File: src/rtl/ds_pkg.sv
package ds_pkg;

    localparam int unsigned LANES = 2;

    typedef logic [LANES-1:0] lane_vec_t;

    typedef struct packed {
        logic d;
        logic s;
    } ds_ref_t;

    localparam ds_ref_t DS_REF_ZERO = '{d: 1'b0, s: 1'b0};

    function automatic logic ds_next_strobe(input ds_ref_t prev, input logic nbit);
        return (nbit == prev.d) ? ~prev.s : prev.s;
    endfunction

    function automatic logic ds_parity(input logic d, input logic s);
        return d ^ s;
    endfunction

endpackage

File: src/rtl/ds_tx_encoder.sv
module ds_tx_encoder
    import ds_pkg::*;
(
    input  logic      clk,
    input  logic      rst,
    input  logic      en,
    input  lane_vec_t bits_i,
    output lane_vec_t data_o,
    output lane_vec_t strb_o,
    output logic      oe_o
);

    ds_ref_t   ref_q;
    ds_ref_t   ref_n;
    lane_vec_t data_n;
    lane_vec_t strb_n;

    always_comb begin
        ds_ref_t cur;
        cur    = ref_q;
        data_n = '0;
        strb_n = '0;
        for (int i = LANES - 1; i >= 0; i--) begin
            cur.s     = ds_next_strobe(cur, bits_i[i]);
            cur.d     = bits_i[i];
            data_n[i] = cur.d;
            strb_n[i] = cur.s;
        end
        ref_n = cur;
    end

    always_ff @(posedge clk) begin
        if (rst || !en) begin
            ref_q  <= DS_REF_ZERO;
            data_o <= '0;
            strb_o <= '0;
            oe_o   <= 1'b0;
        end else begin
            ref_q  <= ref_n;
            data_o <= data_n;
            strb_o <= strb_n;
            oe_o   <= 1'b1;
        end
    end

    assert_xor_within_word_R3: assert property (@(posedge clk) disable iff (rst)
        oe_o |-> (ds_parity(data_o[1], strb_o[1]) != ds_parity(data_o[0], strb_o[0])));

    assert_xor_across_words_R3: assert property (@(posedge clk) disable iff (rst)
        ($past(!rst) && oe_o && $past(oe_o)) |->
            (ds_parity(data_o[1], strb_o[1]) != $past(ds_parity(data_o[0], strb_o[0]))));

    assert_quiet_when_off_R5: assert property (@(posedge clk) disable iff (rst)
        !oe_o |-> (data_o == '0 && strb_o == '0));

endmodule

File: src/rtl/ds_idle_timer.sv
module ds_idle_timer
    import ds_pkg::*;
#(
    parameter int unsigned IDLE_BITS = 4
) (
    input  logic      clk,
    input  logic      rst,
    input  lane_vec_t edge_i,
    output logic      active_o
);

    localparam int unsigned CW = $clog2(IDLE_BITS + 1);
    localparam logic [CW-1:0] CNT_MAX = CW'(IDLE_BITS);

    logic [CW-1:0] cnt_q;
    logic [CW-1:0] cnt_n;

    always_comb begin
        cnt_n = cnt_q;
        for (int i = LANES - 1; i >= 0; i--) begin
            if (edge_i[i])
                cnt_n = '0;
            else if (cnt_n != CNT_MAX)
                cnt_n = cnt_n + 1'b1;
        end
    end

    always_ff @(posedge clk) begin
        if (rst) begin
            cnt_q    <= CNT_MAX;
            active_o <= 1'b0;
        end else begin
            cnt_q    <= cnt_n;
            active_o <= (cnt_n < CNT_MAX);
        end
    end

endmodule

File: src/rtl/ds_rx_decoder.sv
module ds_rx_decoder
    import ds_pkg::*;
#(
    parameter int unsigned IDLE_BITS = 4
) (
    input  logic      clk,
    input  logic      rst,
    input  lane_vec_t data_i,
    input  lane_vec_t strb_i,
    output lane_vec_t bits_o,
    output logic      valid_o
);

    ds_ref_t   last_q;
    lane_vec_t edge_v;
    logic      straddle;

    always_comb begin
        ds_ref_t prev;
        prev = last_q;
        for (int i = LANES - 1; i >= 0; i--) begin
            edge_v[i] = (data_i[i] != prev.d) || (strb_i[i] != prev.s);
            prev.d    = data_i[i];
            prev.s    = strb_i[i];
        end
    end

    assign straddle = !ds_parity(data_i[1], strb_i[1]) && ds_parity(data_i[0], strb_i[0]);

    always_ff @(posedge clk) begin
        if (rst) begin
            last_q <= DS_REF_ZERO;
            bits_o <= '0;
        end else begin
            last_q <= '{d: data_i[0], s: strb_i[0]};
            bits_o <= straddle ? {last_q.d, data_i[1]} : data_i;
        end
    end

    ds_idle_timer #(.IDLE_BITS(IDLE_BITS)) i_idle (
        .clk      (clk),
        .rst      (rst),
        .edge_i   (edge_v),
        .active_o (valid_o)
    );

    assert_valid_needs_edge_R9: assert property (@(posedge clk) disable iff (rst)
        ($past(!rst) && $rose(valid_o)) |-> $past(|edge_v));

    assert_quiet_line_drops_R9: assert property (@(posedge clk) disable iff (rst)
        ($past(!rst) && $past(edge_v == '0) && $past(!valid_o)) |-> !valid_o);

    assert_straddle_word_R8: assert property (@(posedge clk) disable iff (rst)
        ($past(!rst) && $past(straddle)) |-> (bits_o[0] == $past(data_i[1])));

    assert_aligned_word_R7: assert property (@(posedge clk) disable iff (rst)
        ($past(!rst) && $past(!straddle)) |-> (bits_o == $past(data_i)));

endmodule

File: src/rtl/ds_link_codec.sv
module ds_link_codec
    import ds_pkg::*;
#(
    parameter int unsigned IDLE_BITS = 4
) (
    input  logic       clk,
    input  logic       rst,
    input  logic       tx_en,
    input  logic [1:0] tx_bits,
    output logic [1:0] a_tx,
    output logic [1:0] b_tx,
    output logic       a_oe,
    output logic       b_oe,
    input  logic [1:0] a_rx,
    input  logic [1:0] b_rx,
    output logic [1:0] rx_bits,
    output logic       rx_valid
);

    lane_vec_t enc_data;
    lane_vec_t enc_strb;
    logic      enc_oe;

    ds_tx_encoder i_enc (
        .clk    (clk),
        .rst    (rst),
        .en     (tx_en),
        .bits_i (tx_bits),
        .data_o (enc_data),
        .strb_o (enc_strb),
        .oe_o   (enc_oe)
    );

    // transmit pair mapping: strobe on A, data on B
    assign a_tx = enc_strb;
    assign b_tx = enc_data;
    assign a_oe = enc_oe;
    assign b_oe = enc_oe;

    // receive pair mapping through the crossed cable: data on A, strobe on B
    ds_rx_decoder #(.IDLE_BITS(IDLE_BITS)) i_dec (
        .clk     (clk),
        .rst     (rst),
        .data_i  (a_rx),
        .strb_i  (b_rx),
        .bits_o  (rx_bits),
        .valid_o (rx_valid)
    );

    assert_drivers_on_R6: assert property (@(posedge clk) disable iff (rst)
        tx_en |=> (a_oe && b_oe));

    assert_drivers_off_R6: assert property (@(posedge clk) disable iff (rst)
        !tx_en |=> (!a_oe && !b_oe));

    assert_data_nrz_R2: assert property (@(posedge clk) disable iff (rst)
        tx_en |=> (b_tx == $past(tx_bits)));

endmodule

File: config.mk
export PLATFORM = sky130hd
export DESIGN_NAME = ds_link_codec
export DESIGN_NICKNAME = d
export VERILOG_FILES = /design/src/rtl/ds_pkg.sv /design/src/rtl/ds_tx_encoder.sv /design/src/rtl/ds_idle_timer.sv /design/src/rtl/ds_rx_decoder.sv /design/src/rtl/ds_link_codec.sv
export SDC_FILE = /design/constraint.sdc
export NUM_CORES = 1
export LEC_CHECK = 0
export BUFFER_PORTS_ARGS = -buffer_cell sky130_fd_sc_hd__buf_2
export CORE_UTILIZATION = 47
export DETAILED_ROUTE_END_ITERATION = 10
export GPL_TIMING_DRIVEN = 0
export PLACE_DENSITY = 0.73
export SLEW_MARGIN = 10
export SYNTH_ARGS = -nofsm -noshare
export SYNTH_HDL_FRONTEND = slang
export SYNTH_SLANG_ARGS = --single-unit
File: constraint.sdc
create_clock -name clk -period 2.9 [get_ports clk]
set_input_delay 0.145 -clock clk [delete_from_list [all_inputs] [get_ports clk]]
set_output_delay 0.145 -clock clk [all_outputs]
set_load 0.02 [all_outputs]
==> summary.txt <==
Clocking
  • Clock Pin Slew Worst Setup and Hold Paths: 0.09 ns
  • CTS tree: built
  • Clock Latency Late Sink: roughly 0.27 ns
  • CTS Buffer Depth: 2
  • PostCTS Resize Cnt: 0
  • Clock Tree Root: clkbuf_4
  • Max H-tree Level: 1
  • Num CTS Buffers: 3
  • CTS Sinks: 13
  • Hold buffer count at CTS: 0
  • Post-CTS setup buffers: 0

Cells and area
  • Antenna Diode Count: 0
  • Share of layout cells above drive strength 1: 0.2637
  • Post-layout util: 0.6066
  • Fillers: 119
  • Finished Cell Area: 779.5 µm²
  • Area Growth Syn to Fin: 20.27%
  • Final nets: about 110

STA
  • Worst slew pin tran: 0.3431 ns
  • Rel. slew slack: 0.7695
  • Fin crit share: 0.6871
  • Final min period: 1.993 ns
  • Fmax: 0.5018 GHz
  • Unrepaired setup endpoints after global routing: false
  • Final Setup Violations: 0
  • Max-slew violation count: 0
  • Skew final: 0.01472 ns
  • Setup TNS: 0 ns
  • Hold slack: 0.1011 ns
  • Final hold vios: 0

Pwr
  • Leak Pwr: between 0.0003 and 0.0004 µW
  • Worst IR Drop VDD: 0.2594 mV
  • Total power: 382.5 µW
  • PwrDens: slightly below 500 nW/µm²

Yosys
  • Primary FF master, synth: dfxtp_1
  • Number of distinct library cells after synthesis: 23
  • Syn Nets: 83
  • Mean area per synthesized cell: 9.259 µm²
  • Synth area leader: dfxtp_1
  • Synth cell count leaders: dfxtp_1, nand2_1, xor2_1
  • Cell Area, Synth: 648.1 µm²
  • Register area share after synthesis: 0.4015
  • Seq cells post-synth: 13
  • Yosys warnings: 0
  • Number of synthesized flops with an enable pin: 0
  • Share of flip-flops with an asynchronous set or reset: 0
  • Syn Inst Count: 70
  • Most numerous cell in the Yosys netlist: dfxtp_1
  • Area contributors post-synth: dfxtp_1, xor2_1, ha_1
  • Area share of the largest cell type after synthesis: 0.4015

Floorplan
  • IO Count: 18
  • Die H: 39.14 µm
  • Die footprint: 1532 µm²
  • Core footprint: 1285 µm²
  • Die X: 39.14 µm
  • Rows: 13
  • Initial core utilization: 0.5044

Critical path
  • CP Cell Sequence: inv_1 -> ha_1 -> nand2_1 -> xnor2_1 -> and2_1 -> inv_1 -> ha_1 -> nand2b_1 -> mux2_4 -> a21o_1
  • Crit path required time: 3.08 ns
  • CP Class: reg2reg
  • Max FO, Critical Path: 4
  • Reg2reg path depth: 10
  • RR Startpoint: i_dec.i_idle.cnt_q[0]
  • Crit path launch type: register
  • Reg2reg end: i_dec.i_idle.cnt_q[2]
  • R2R Setup Slk: 0.91 ns
  • CP max-delay cell: dfxtp_1
  • CP max stage delay: ~0.37 ns
  • Crit end category: register
  • Crit path DAT: 2.17 ns

Place
  • Gpl congestion: 0.7797
  • Number of buffers added on ports: 17
  • Placed cell areas: about 750 µm²

Global routing
  • Vias in the first global route: between 400 and 500
  • First-pass GRT wire length: 1.662 mm
  • Largest net degree at the start of global routing: 9
  • Grt total ovfl: 0
  • GRT Util Overall: 0.1725
  • Initial antenna violation count: 0

Routing
  • Vias: 502
  • # DRC: 0
  • TritonRoute pass-1 iters: 4
  • DRT Wirelength: around 1 mm
  • Wire per inst: ~9.5 µm
  • Routed Antenna Nets: 0
  • DR vias/cell: 4.736
  • Iter 0 DRT Violations: 3

Hold path
  • Worst min path class: in2reg
  • Hold depth: 2
  • Min-delay src: tx_bits[1]
  • WHS Endpoint: i_enc.data_o[1]

Run status
  • Status: finished, final reports clean

Job
  • Max-cap violations: 0
## per-stage QoR
stage               std cells  worst slack (ns)
floorplan                  70             1.044
global placement          102            0.9584
detailed placement        102            0.9081
CTS                       106            0.8889
global route              106            0.7187
finish                    106            0.9074
## state kept, by name, indices dropped and copies added, names as in the netlist
register               cells
i_dec.last_q               2
i_enc.data_o               2
i_dec.i_idle.active_o      1
i_dec.bits_o               2
i_dec.i_idle.cnt_q         3
i_enc.strb_o               2
i_enc.oe_o                 1
## cell usage in the layout (no fill, tap or decap)
master,instances
clkinv_2,1
dfxtp_1,13
ha_1,4
nor4_2,1
a21o_1,2
nor3_1,1
o21ai_0,2
nor2_1,5
buf_2,17
a31oi_1,1
clkbuf_4,3
nand2_1,6
xor2_1,6
and3b_1,1
o21bai_1,1
a21oi_1,4
or3b_1,1
mux2_4,1
a21boi_1,1
xnor2_1,4
and2_1,3
nor2b_1,3
mux2i_1,1
buf_4,1
inv_1,5
nand2b_1,3
## routing by layer
layer | up-vias | wire length [µm] | track usage
li1 | 271 | - | -
met1 | 220 | 477 | 0.2028
met2 | 11 | 490 | 0.2583
met3 | 0 | 37 | 0.08671
met4 | 0 | 0 | 0.07759
met5 | - | 0 | 0
## report_power, final
group	internal (µW)	switching (µW)
Combinational	36.6	43.9
Clock	51.0	56.7
Sequential	189	5.12
## critical path, delay by kind of cell (launching register included)
family | cells | cell delay [ns]
adders and majority gates | 2 | 0.44
buffers and inverters | 2 | 0.13
AOI/OAI and AO/OA | 1 | 0.17
xor gates and xnor gates | 1 | 0.11
DFF | 1 | 0.37
and+or+nand+nor | 3 | 0.41
muxes | 1 | 0.26
## final cells by class
class                      instances  area, µm²  area share
clock inverter                     1      5.005    0.006421
buffer                             1      7.507    0.009631
sequential                        13      260.3      0.3339
timing repair buffer              17      85.08      0.1091
multi-input combinational         51      361.6      0.4639
clock buffer                       3      22.52     0.02889
inverter                           5      18.77     0.02408
tap                               15      18.77     0.02408
## worst max path at each step
stage	start	endpoint
2_1_floorplan	i_dec.i_idle.cnt_q[0]	i_dec.i_idle.cnt_q[2]
3_3_place_gp	i_dec.i_idle.cnt_q[0]	i_dec.i_idle.cnt_q[2]
3_5_place_dp	i_dec.i_idle.cnt_q[0]	i_dec.i_idle.cnt_q[2]
4_1_cts	i_dec.i_idle.cnt_q[0]	i_dec.i_idle.cnt_q[2]
5_1_grt	i_dec.i_idle.cnt_q[0]	i_dec.i_idle.cnt_q[2]
6_report	i_dec.i_idle.cnt_q[0]	i_dec.i_idle.cnt_q[2]
## kinds of logic after synthesis
family,after synthesis,share of synthesized area
mux,2,0.03860
simple gates,24,0.2046
compound gates,11,0.1023
flops,13,0.4015
xor+xnor,10,0.1351
buf+inv,6,0.04055
fa+ha+maj,4,0.07722
Note: power is estimated with default switching activity, not from simulation.
